==> config.mk <==
export PLATFORM = sky130hd
export DESIGN_NAME = frm_irq_seq_top
export DESIGN_NICKNAME = d
export VERILOG_FILES = /design/src/rtl/frm_irq_pkg.sv /design/src/rtl/frm_irq_pending.sv /design/src/rtl/frm_irq_flagctl.sv /design/src/rtl/frm_irq_seq.sv /design/src/rtl/frm_irq_seq_top.sv
export SDC_FILE = /design/constraint.sdc
export NUM_CORES = 1
export LEC_CHECK = 0
export ABC_AREA = 1
export CAP_MARGIN = 20
export CORE_UTILIZATION = 56
export CTS_CLUSTER_DIAMETER = 40
export CTS_CLUSTER_SIZE = 16
export DETAILED_ROUTE_END_ITERATION = 8
export GPL_TIMING_DRIVEN = 0
export PLACE_DENSITY = 0.95
export SKIP_LAST_GASP = 1
export SLEW_MARGIN = 10
export SYNTH_ARGS = -nofsm -noshare
export SYNTH_HDL_FRONTEND = slang
export SYNTH_SLANG_ARGS = --single-unit
==> constraint.sdc <==
create_clock -name clk -period 3.45 [get_ports clk]
set_clock_uncertainty 0.1 [all_clocks]
set_input_delay 0.69 -clock clk [delete_from_list [all_inputs] [get_ports clk]]
set_output_delay 0.69 -clock clk [all_outputs]
set_load 0.005 [all_outputs]
==> src/rtl/frm_irq_pkg.sv <==
package frm_irq_pkg;
  typedef enum logic [2:0] {
    SQ_IDLE = 3'd0,
    SQ_HALT = 3'd1,
    SQ_SAVE = 3'd2,
    SQ_LOAD = 3'd3,
    SQ_UPD  = 3'd4
  } sq_state_e;

  function automatic logic [7:0] only_bit(input int pos);
    logic [7:0] m;
    m = '0;
    m[pos] = 1'b1;
    return m;
  endfunction
endpackage

==> src/rtl/frm_irq_pending.sv <==
module frm_irq_pending (
  input  logic clk,
  input  logic rst_n,
  input  logic tick,
  input  logic take,
  output logic pend
);
  always_ff @(posedge clk or negedge rst_n) begin
    if (!rst_n) pend <= 1'b0;
    else        pend <= (pend && !take) || tick;
  end

  assert_pend_hold_R2: assert property (@(posedge clk) disable iff (!rst_n)
    pend && !take |=> pend);
endmodule

==> src/rtl/frm_irq_flagctl.sv <==
module frm_irq_flagctl (
  input  logic clk,
  input  logic rst_n,
  input  logic take,
  input  logic req_ok,
  input  logic sif,
  input  logic cif,
  input  logic exit_done,
  input  logic pop_if,
  output logic if_flag,
  output logic in_handler
);
  always_ff @(posedge clk or negedge rst_n) begin
    if (!rst_n) begin
      if_flag    <= 1'b1;
      in_handler <= 1'b0;
    end else if (take) begin
      if_flag    <= 1'b1;
      in_handler <= 1'b1;
    end else if (exit_done) begin
      if_flag    <= pop_if;
      in_handler <= 1'b0;
    end else if (req_ok && sif) begin
      if_flag <= 1'b1;
    end else if (req_ok && cif && !in_handler) begin
      if_flag <= 1'b0;
    end
  end

  assert_cif_ignored_R7: assert property (@(posedge clk) disable iff (!rst_n)
    in_handler && req_ok && cif |=> if_flag);
  assert_take_sets_R5: assert property (@(posedge clk) disable iff (!rst_n)
    take |=> if_flag && in_handler);
endmodule

==> src/rtl/frm_irq_seq.sv <==
module frm_irq_seq
  import frm_irq_pkg::*;
#(
  parameter int AW       = 16,
  parameter int DW       = 8,
  parameter int IF_BIT   = 4,
  parameter logic [AW-1:0] VEC_ADDR = 16'hFF00
) (
  input  logic          clk,
  input  logic          rst_n,
  input  logic          boundary,
  input  logic          halt_req,
  input  logic          iret_req,
  input  logic          pend,
  input  logic          if_flag,
  input  logic [AW-1:0] core_pc,
  input  logic [DW-1:0] core_flags,
  input  logic [AW-1:0] core_sp,
  output logic          take,
  output logic          req_ok,
  output logic          exit_done,
  output logic          pop_if,
  output logic          mem_valid,
  input  logic          mem_ready,
  output logic          mem_we,
  output logic [AW-1:0] mem_addr,
  output logic [DW-1:0] mem_wdata,
  input  logic [DW-1:0] mem_rdata,
  output logic          upd_valid,
  output logic [AW-1:0] upd_pc,
  output logic [DW-1:0] upd_flags,
  output logic [AW-1:0] upd_sp,
  output logic          halted,
  output logic          stall
);
  localparam int NB        = AW / DW;
  localparam int SAVE_LAST = 2 * NB;
  localparam int LOAD_LAST = NB;
  localparam int SW        = $clog2(SAVE_LAST + 1);
  localparam logic [DW-1:0] IF_MASK = DW'(1) << IF_BIT;

  sq_state_e     st;
  logic [SW-1:0] step;
  logic [AW-1:0] base;
  logic [AW-1:0] pc_cap;
  logic [DW-1:0] fl_cap;
  logic [AW-1:0] acc;
  logic [DW-1:0] pop_fl;
  logic          upd_exit;
  logic          hs;
  logic [AW-1:0] step_w;
  logic [AW-1:0] acc_next;

  assign take   = pend && !if_flag && ((st == SQ_IDLE && boundary) || st == SQ_HALT);
  assign req_ok = (st == SQ_IDLE) && boundary && !take;

  assign mem_valid = (st == SQ_SAVE) || (st == SQ_LOAD);
  assign mem_we    = (st == SQ_SAVE) && (int'(step) <= NB);
  assign hs        = mem_valid && mem_ready;
  assign step_w    = AW'(step);
  assign acc_next  = {mem_rdata, acc[AW-1:DW]};

  always_comb begin
    mem_addr = '0;
    if (st == SQ_SAVE) begin
      if (int'(step) <= NB) mem_addr = base - step_w - AW'(1);
      else                  mem_addr = VEC_ADDR + step_w - AW'(NB + 1);
    end else if (st == SQ_LOAD) begin
      mem_addr = base + step_w;
    end
  end

  always_comb begin
    mem_wdata = fl_cap;
    for (int i = 0; i < NB; i++) begin
      if (int'(step) == i) mem_wdata = pc_cap[(NB-1-i)*DW +: DW];
    end
  end

  always_ff @(posedge clk or negedge rst_n) begin
    if (!rst_n) begin
      st        <= SQ_IDLE;
      step      <= '0;
      base      <= '0;
      pc_cap    <= '0;
      fl_cap    <= '0;
      acc       <= '0;
      pop_fl    <= '0;
      upd_exit  <= 1'b0;
      upd_valid <= 1'b0;
      upd_pc    <= '0;
      upd_flags <= '0;
      upd_sp    <= '0;
    end else begin
      case (st)
        SQ_IDLE, SQ_HALT: begin
          if (take) begin
            st     <= SQ_SAVE;
            step   <= '0;
            base   <= core_sp;
            pc_cap <= core_pc;
            fl_cap <= core_flags & ~IF_MASK;
          end else if (req_ok && iret_req) begin
            st   <= SQ_LOAD;
            step <= '0;
            base <= core_sp;
          end else if (req_ok && halt_req) begin
            st <= SQ_HALT;
          end
        end
        SQ_SAVE: begin
          if (hs) begin
            if (int'(step) > NB) acc <= acc_next;
            if (int'(step) == SAVE_LAST) begin
              st        <= SQ_UPD;
              upd_valid <= 1'b1;
              upd_pc    <= acc_next;
              upd_flags <= IF_MASK;
              upd_sp    <= base - AW'(NB + 1);
              upd_exit  <= 1'b0;
            end else begin
              step <= step + SW'(1);
            end
          end
        end
        SQ_LOAD: begin
          if (hs) begin
            if (step == '0) pop_fl <= mem_rdata;
            else            acc    <= acc_next;
            if (int'(step) == LOAD_LAST) begin
              st        <= SQ_UPD;
              upd_valid <= 1'b1;
              upd_pc    <= acc_next;
              upd_flags <= pop_fl;
              upd_sp    <= base + AW'(NB + 1);
              upd_exit  <= 1'b1;
            end else begin
              step <= step + SW'(1);
            end
          end
        end
        default: begin
          st        <= SQ_IDLE;
          upd_valid <= 1'b0;
        end
      endcase
    end
  end

  assign exit_done = (st == SQ_UPD) && upd_exit;
  assign pop_if    = upd_flags[IF_BIT];
  assign halted    = (st == SQ_HALT);
  assign stall     = (st != SQ_IDLE);

  assert_hold_stable_R10: assert property (@(posedge clk) disable iff (!rst_n)
    mem_valid && !mem_ready |=> mem_valid && $stable(mem_addr) && $stable(mem_we) && $stable(mem_wdata));
  assert_upd_single_R5: assert property (@(posedge clk) disable iff (!rst_n)
    upd_valid |=> !upd_valid && !stall);
  assert_halt_stuck_R9: assert property (@(posedge clk) disable iff (!rst_n)
    halted && if_flag |=> halted && !mem_valid);
  assert_first_save_R3: assert property (@(posedge clk) disable iff (!rst_n)
    take |=> mem_valid && mem_we && mem_addr == $past(core_sp) - AW'(1));
endmodule

==> src/rtl/frm_irq_seq_top.sv <==
module frm_irq_seq_top #(
  parameter int AW       = 16,
  parameter int DW       = 8,
  parameter int IF_BIT   = 4,
  parameter logic [AW-1:0] VEC_ADDR = 16'hFF00
) (
  input  logic          clk,
  input  logic          rst_n,
  input  logic          frame_tick,
  input  logic          boundary,
  input  logic          halt_req,
  input  logic          cif_req,
  input  logic          sif_req,
  input  logic          iret_req,
  input  logic [AW-1:0] core_pc,
  input  logic [DW-1:0] core_flags,
  input  logic [AW-1:0] core_sp,
  output logic          mem_valid,
  input  logic          mem_ready,
  output logic          mem_we,
  output logic [AW-1:0] mem_addr,
  output logic [DW-1:0] mem_wdata,
  input  logic [DW-1:0] mem_rdata,
  output logic          upd_valid,
  output logic [AW-1:0] upd_pc,
  output logic [DW-1:0] upd_flags,
  output logic [AW-1:0] upd_sp,
  output logic          if_flag,
  output logic          in_handler,
  output logic          halted,
  output logic          stall
);
  logic pend;
  logic take;
  logic req_ok;
  logic exit_done;
  logic pop_if;

  frm_irq_pending u_pend (
    .clk   (clk),
    .rst_n (rst_n),
    .tick  (frame_tick),
    .take  (take),
    .pend  (pend)
  );

  frm_irq_flagctl u_flags (
    .clk        (clk),
    .rst_n      (rst_n),
    .take       (take),
    .req_ok     (req_ok),
    .sif        (sif_req),
    .cif        (cif_req),
    .exit_done  (exit_done),
    .pop_if     (pop_if),
    .if_flag    (if_flag),
    .in_handler (in_handler)
  );

  frm_irq_seq #(
    .AW       (AW),
    .DW       (DW),
    .IF_BIT   (IF_BIT),
    .VEC_ADDR (VEC_ADDR)
  ) u_seq (
    .clk        (clk),
    .rst_n      (rst_n),
    .boundary   (boundary),
    .halt_req   (halt_req),
    .iret_req   (iret_req),
    .pend       (pend),
    .if_flag    (if_flag),
    .core_pc    (core_pc),
    .core_flags (core_flags),
    .core_sp    (core_sp),
    .take       (take),
    .req_ok     (req_ok),
    .exit_done  (exit_done),
    .pop_if     (pop_if),
    .mem_valid  (mem_valid),
    .mem_ready  (mem_ready),
    .mem_we     (mem_we),
    .mem_addr   (mem_addr),
    .mem_wdata  (mem_wdata),
    .mem_rdata  (mem_rdata),
    .upd_valid  (upd_valid),
    .upd_pc     (upd_pc),
    .upd_flags  (upd_flags),
    .upd_sp     (upd_sp),
    .halted     (halted),
    .stall      (stall)
  );
endmodule

==> results of run 1 <==
==> worst max-delay path: stages (launching register included) <==
cell and delay [ns]:
dfrtp_2 0.44, ha_4 0.16, inv_1 0.05, fa_2 0.43
nor2_4 0.15, o21ai_1 0.13, inv_2 0.13, nand2_1 0.08
nand2_1 0.08, o211ai_1 0.08, nand3_1 0.15, clkdlybuf4s50_1 0.51
==> layout by cell type (no fill, tap or decap), drive strengths merged, types with 2 or more instances in the layout <==
master,instances
o211ai,2
nor2,59
nor3,9
fa,3
clkbuf,12
nand4,13
inv,91
o22ai,2
clkdlybuf4s50,117
dfrtp,105
nand2,368
clkinv,4
nand3b,5
or2,7
a21oi,17
o21ai,68
dlymetal6s2s,7
xor2,5
ha,26
nand3,62
xnor2,2
a31oi,8
buf,41
==> stage by stage <==
stage          setup WS, ns  power, mW  cells  hold WS [ns]  util, %
2_1_floorplan         0.815       5.30    883         0.294        -
3_3_place_gp          -2.38       7.18   1149         0.355     71.0
3_5_place_dp        -0.0940       7.35   1150         0.359     71.2
4_1_cts             -0.0672       8.63   1173         0.150     75.1
5_1_grt              -0.187       9.66   1181         0.164     76.6
6_report            -0.0926       8.95   1181         0.114     76.6
==> worst max path at each step <==
| stage | startpoint | end | slack, ns | cells after the start |
|---|---|---|---|---|
| floorplan | u_seq.step[2]$_DFFE_PN0P_ | mem_addr[9] | 0.81 | 11 |
| global placement | rst_n | u_seq.fl_cap[2]$_DFFE_PN0P_ | -2.38 | 1 |
| detailed placement | u_seq.step[2]$_DFFE_PN0P_ | mem_addr[9] | -0.09 | 12 |
| CTS | u_seq.step[2]$_DFFE_PN0P_ | mem_addr[9] | -0.07 | 12 |
| global route | u_seq.step[0]$_DFFE_PN0P_ | mem_addr[6] | -0.19 | 11 |
| finish | u_seq.step[0]$_DFFE_PN0P_ | mem_addr[6] | -0.09 | 11 |
==> layer usage <==
metal,up-vias,global-route usage (%),share of wire [%],routed length (um)
met4,0,11.7,3.5,658
met2,313,54.9,49,9270
li1,3115,-,-,-
met1,3085,41.2,41,7610
met3,77,5.67,6.4,1200
met5,-,0,0,0
==> layout make-up <==
type,instances,area [sq um]
diodes,1,2.50
plain buffers,27,170
clock buffers,9,225
clock inverters,7,91.3
fillers,781,2560
inverters,89,343
multi-input cells,660,3290
flip-flops and latches,106,2660
well taps,140,175
repair buffers,142,1420
==> logic make-up (layout without fill, tap and decap cells) <==
family,Yosys count,after routing,synth area share (%)
buffers and inverters,117,274,8.05
AND/OR/NAND/NOR,524,524,34.3
other,0,1,0
AO/OA/AOI/OAI,100,100,8.62
flip-flops,106,106,42.0
adder cells (fa/ha/maj),29,29,6.09
XOR/XNOR,7,7,0.969
==> what timing repair did <==
action | 4_1_cts | 5_1_grt
endpoints found under the setup margin | 16 | 16
resized for setup | 23 | 37
pin swaps | 2 | 10
setup buffers | 7 | 8
==> report_power, final <==
part	total (mW)	switching [mW]	leakage [nW]	internal [mW]
sequential	2.26	0.470	1.33	1.79
combinational	5.61	3.20	2.87	2.42
clock	1.08	0.551	0.152	0.525
==> state kept, by name, summed over array words and instances (netlist names) <==
name,count
u_flags.if_flag,1
u_flags.in_handler,1
u_pend.pend,1
u_seq.acc,8
u_seq.base,16
u_seq.fl_cap,7
u_seq.pc_cap,16
u_seq.pop_fl,8
u_seq.st,3
u_seq.step,3
u_seq.upd_exit,1
u_seq.upd_flags,8
u_seq.upd_pc,16
u_seq.upd_sp,16
u_seq.upd_valid,1
==> summary by stage, run 1 <==
Outcome
The flow ran to the end, but the final reports show violations. The final reports fail on negative setup slack.

Clocking
After clock tree synthesis, the flow added hold-fix buffers numbering 0. The cell sitting at the root of the clock tree is a clkbuf_16. The clock input transition at the sequential cells of the worst setup and hold paths is 0.09 ns. The clock tree from TritonCTS is done. At the later pin of the worst-skew pair, clock insertion delay measures 0.37 ns. The clock sink count is 106.

The CTS buffer count is 9. CTS built an H-tree with a depth of 3. The clock passes through at most 2 buffers.

Yosys
The number of cells produced by synthesis is 883. Counting distinct cell types in the post-synthesis netlist gives 36. dfrtp_1 takes more of the synthesized area than any other cell. The mean cell area of the mapped netlist is 7.16 sq um. Ranked by total cell area, the synthesized netlist is headed by dfrtp_1 42%, nand2_1 22%, ha_1 5.1%. The count of flip-flops with a built-in enable after synthesis is 0.

After synthesis, the share of flip-flops with an asynchronous set or reset is 100%. The synthesized net count is 969. The total number of yosys warnings is 0. The main flop type after synthesis is dfrtp_1.

The synthesized flop and latch total is 106. By instance count, the leading cell after synthesis is nand2_1. In the synthesized netlist, the cells that appear most often are 366 x nand2_1, 105 x dfrtp_1, 85 x inv_1.

The post-synth design cell area is 6330 sq um. The share of Yosys cell area claimed by the top area cell type is 41.5%. The share of the Yosys chip area taken by registers is 42.0%.

Layout
The area added between synthesis and finish is 32.4%. Summing all non-filler instances in the final layout gives an area of 8380 sq um. Cells with a size suffix above 1 make up 10.3% of the layout. The net count of the finished layout is 1121.

GRT
The first-pass GRT wire length is 29500 um. Entering global routing, the biggest net connects 66 pins. The number of global-route vias before repair was 6241. The initial antenna violation count is 1. Global routing finished with a remaining overflow of 0. Global routing consumed, over all layers together, 32.2% of the routing resources.

Timing
In the finished design, the share of the clock period the worst path needs comes to 103%. Setup repair after global routing could not meet its margin everywhere. After routing, the total negative slack on setup checks comes to -0.0926 ns. The worst-case headroom to the max-slew limit is 57.2%. The final hold violation count is 0.

The worst path in the final design needs a cycle of 3.54 ns, including I/O delays and setup. The count of endpoints failing setup in the final report is 1. The number of max-slew violations in the final report came to 0. The setup slack of the critical path after layout is -0.0926 ns.

The slew at the pin with the worst max-slew slack is 0.641 ns. Based on the critical path, the design can be clocked at up to 282 MHz.

Setup path
In this run the critical register-to-register path is launched from u_seq.st[2]$_DFFE_PN0P_. The capturing point of the worst reg2reg path is u_seq.upd_sp[7]$_DFFE_PN0P_. For the worst flop-to-flop path, the logic depth is 11.

The data arrival time at the worst-slack endpoint is 2.75 ns. The kind of capture point of the worst setup path is an output port. The critical path is of the reg2out type. Data on the critical path is required at its endpoint by 2.66 ns. Along the worst path, the maximum fanout reaches 4.

The launching element type of the critical path is a flop. In this run the register-to-register setup slack is 0.66 ns.

Die
Pin placement for this block handled 128 I/O pins. The number of core rows is 38. The initial core utilization is 57.8%. The chip width is 108 um. The floorplan step set the die height to 108 um. The full die area is 11700 sq um. The core footprint is 10900 sq um.

Drt
The first detailed-routing pass took 5 iterations. The via density per instance is 5.58. The remaining antenna violation count is 0. The routed wire length per instance is 15.9 um. After detailed routing, the total wire length is 18700 um.

The final route contains 6590 vias. In this run, the number of DRC markers left after iteration 0 of detailed routing was 502. The final routed DRC violation total is 0.

Placed design
The final weighted congestion in routability-driven placement is 0.908. Buffers placed on the I/O ports in this run total 126. Detailed placement finished with a half-perimeter wire length of 13000 um.

The total placed instance area is 7790 sq um.

Power and ir drop
The worst-case IR drop observed on VDD is 0.000638 V. The leakage power is 4.36 nW. Dividing total power by cell area gives a power density of 1070 nW/um^2.

Worst hold path
The path class of the tightest hold or removal check is in2async.

Flow run
The tool flagged a number of max-cap violations equal to 0.
Note: power is estimated with default switching activity, not from simulation.
==> run 2, diff against run 1 <==
==> constraint.sdc (replaced) <==
create_clock -name clk -period 3.45 [get_ports clk]
set_clock_uncertainty 0.1 [all_clocks]
set_input_delay 0.5175 -clock clk [delete_from_list [all_inputs] [get_ports clk]]
set_output_delay 0.5175 -clock clk [all_outputs]
set_load 0.005 [all_outputs]
==> run 2 against run 1 <==
The flow now finishes without violations. Flip-flop and latch count stayed put. Register-to-register slack hardly changed. Non-clock buffer count is 5 lower. Global-route usage is 0.34 points lower. Worst hold slack better by 0.26 ns. Worst setup slack better by 0.14 ns. Largest power group unchanged. Highest routed layer unchanged.
==> summary by stage, run 2 (synthesis gave the netlist of run 1 again) <==
Layout
Of the cells placed in the final design, the portion with a size suffix greater than 1 is 9.08%. At the end of the flow, the number of nets in the layout was 1116. The multi-input combinational cells in the finished layout cover a total of 3250 sq um.

Summing all flip-flop and latch instances after layout gives 2660 sq um. In the layout the commonest cells are 361 x nand2_1, 123 x clkdlybuf4s50_1, 101 x dfrtp_1, 81 x inv_1, 61 x nand3_1. The final standard cell count with taps included and fillers excluded is 1176.

Leaving out fill and tap cells, the most frequent cell in the layout is nand2_1. Once layout is complete, the utilization of the core stands at 75.9%. The area added between synthesis and finish is 31.2%. The number of inserted filler cells in the final layout is 791.

Die
The full die area is 11700 sq um. The number of core rows is 38. In this run the vertical extent of the chip is 108 um.

Measured along the x axis, the die boundary spans 108 um. The core footprint is 10900 sq um. The initial core utilization is 57.8%.

The count of boundary I/O pins is 128.

GRT
The initial antenna violation count is 1. The largest net degree at the start of global routing is 66. Summed over all layers, the global routing overflow is 0. The number of global-route vias before repair is 6198. The global routing usage summed across all routing layers is 31.9%. The first global-routing pass estimated 29200 um of wire.

Drt
The total wire length after detailed routing is 18400 um. In this run the remaining antenna-violating nets after routing total 0. Before antenna repair, the detailed router went through 5 iterations. In the routed layout, each cell is associated on average with a via count of 5.55. The total vias in the final route is 6524.

The routed wire length per instance is 15.7 um. The final routed DRC violation total is 0. The DRC violation total after the first TritonRoute iteration is 524.

Setup path
The kind of capture point of the worst setup path is an output port. The capturing point of the worst reg2reg path is u_seq.upd_sp[7]$_DFFE_PN0P_. The biggest fanout along the worst timing path is 10.

At the worst endpoint, the arrival time is 2.78 ns. By startpoint and endpoint, the worst setup path is classified as reg2out. In this run the register-to-register setup slack is 0.66 ns.

STA puts the critical path data required time at 2.83 ns. The startpoint of the lowest-slack register-to-register path is u_seq.st[2]$_DFFE_PN0P_. The launching element type of the critical path is a flop.

The number of cells on the worst reg-to-reg path is 11.

Placed design
Routability-driven placement finished with a final weighted congestion of 0.908. Port buffering added 126 buffers. The HPWL after detailed placement is 13000 um. Including well taps, the total number of placed cells is 1150.

Power and ir drop
The analysis attributes to cell leakage a power of 4.22 nW. The power per standard cell area is 1070 nW/um^2. The worst-case vdd ir drop is 0.000636 V. The power after layout is 8.85 mW.

Timing
The count of endpoints failing setup in the final report is 0. The number of max-slew violations in the final report was 0. The final hold violation count came to 0. The highest clock frequency the design can meet is 294 MHz.

Counting I/O delays and the setup requirement, the final critical path takes 3.40 ns. For the pin with the worst max-slew slack, the measured transition is 0.666 ns. Dividing the final minimum period by the clock period gives 98.5%. In this run the tightest slew margin relative to its limit is 55.6%.

Clocking
The buffer depth of the longest clock path is 2. The clock sink count is 106. At the later pin of the worst-skew pair, clock insertion delay measures 0.36 ns. The CTS buffer count is 9. After clock tree synthesis, the clock-pin slew on the worst setup and hold paths is 0.08 ns. The root cell of the clock tree is clkbuf_16. TritonCTS built the clock tree. The count of H-tree levels built during CTS is 3.

Worst hold path
The worst hold-check path type is reg2reg. The worst hold path begins at u_seq.st[2]$_DFFE_PN0P_. The worst hold path endpoint is u_seq.upd_valid$_DFFE_PN0P_. The instance count along the most critical hold path is 1.

Flow run
The max-capacitance violation count is 0.

Outcome
The flow ran to the end, and the final reports show no timing, DRC or antenna violations.
## run 2: cell type report
| class | count | share of cell area (%) |
|---|---|---|
| Inverter | 89 | 4.13 |
| Buffer | 28 | 2.08 |
| Antenna cell | 1 | 0.0301 |
| Timing Repair Buffer | 136 | 16.6 |
| Multi-Input combinational cell | 660 | 39.2 |
| Clock inverter | 7 | 1.10 |
| Tap cell | 140 | 2.11 |
| Clock buffer | 9 | 2.71 |
| Sequential cell | 106 | 32.0 |
## run 2: worst max path at each step
stage | startpoint | cells after the start | endpoint | slack (ns)
2_1_floorplan | u_seq.step[2]$_DFFE_PN0P_ | 11 | mem_addr[9] | 0.99
3_3_place_gp | rst_n | 1 | u_seq.fl_cap[2]$_DFFE_PN0P_ | -2.20
3_5_place_dp | u_seq.step[2]$_DFFE_PN0P_ | 12 | mem_addr[9] | 0.08
4_1_cts | u_seq.step[2]$_DFFE_PN0P_ | 12 | mem_addr[9] | 0.006
5_1_grt | u_seq.step[2]$_DFFE_PN0P_ | 12 | mem_addr[7] | -0.04
6_report | u_seq.step[0]$_DFFE_PN0P_ | 11 | mem_addr[1] | 0.05
## run 2: through the flow
| stage | worst slack, ns | instance area (sq um) | setup TNS, ns | hold WS [ns] |
|---|---|---|---|---|
| 4_1_cts | 0.00605 | 8170 | 0 | 0.375 |
| 6_report | 0.0518 | 8300 | 0 | 0.373 |
| 2_1_floorplan | 0.987 | 6330 | 0 | 0.122 |
| 5_1_grt | -0.0362 | 8300 | -0.0912 | 0.399 |
| 3_5_place_dp | 0.0785 | 7790 | 0 | 0.359 |
| 3_3_place_gp | -2.20 | 7760 | -232.02 | 0.355 |
## run 2: power breakdown
group	internal, mW	switching [mW]	total [mW]	leakage, nW
clock	0.526	0.547	1.07	0.152
combinational	2.37	3.14	5.51	2.74
sequential	1.79	0.472	2.26	1.33
## run 2: layer usage
metal,vias up,part of all wire (%),wire [um],GRT usage [%]
li1,3098,-,-,-
met1,3038,40,7390,40.5
met2,326,49,9100,54.5
met3,62,7.4,1360,5.97
met4,0,3.2,585,11.0
met5,-,0,0,0
## run 2: critical path: stages (launching register included)
cell	delay, ns
dfrtp_2	0.45
inv_4	0.06
ha_1	0.19
inv_1	0.10
nand2_1	0.08
nand2_1	0.22
inv_1	0.14
buf_2	0.22
nand2_1	0.10
o211ai_1	0.11
o21ai_0	0.18
clkdlybuf4s50_1	0.58
## run 2: what timing repair did
action,CTS,global route
gates resized for setup,12,27
pin swaps,1,5
hold endpoints to repair,16,0
buffers inserted,3,5
hold buffers,1,0
gates cloned,0,0
setup endpoints to repair,10,9
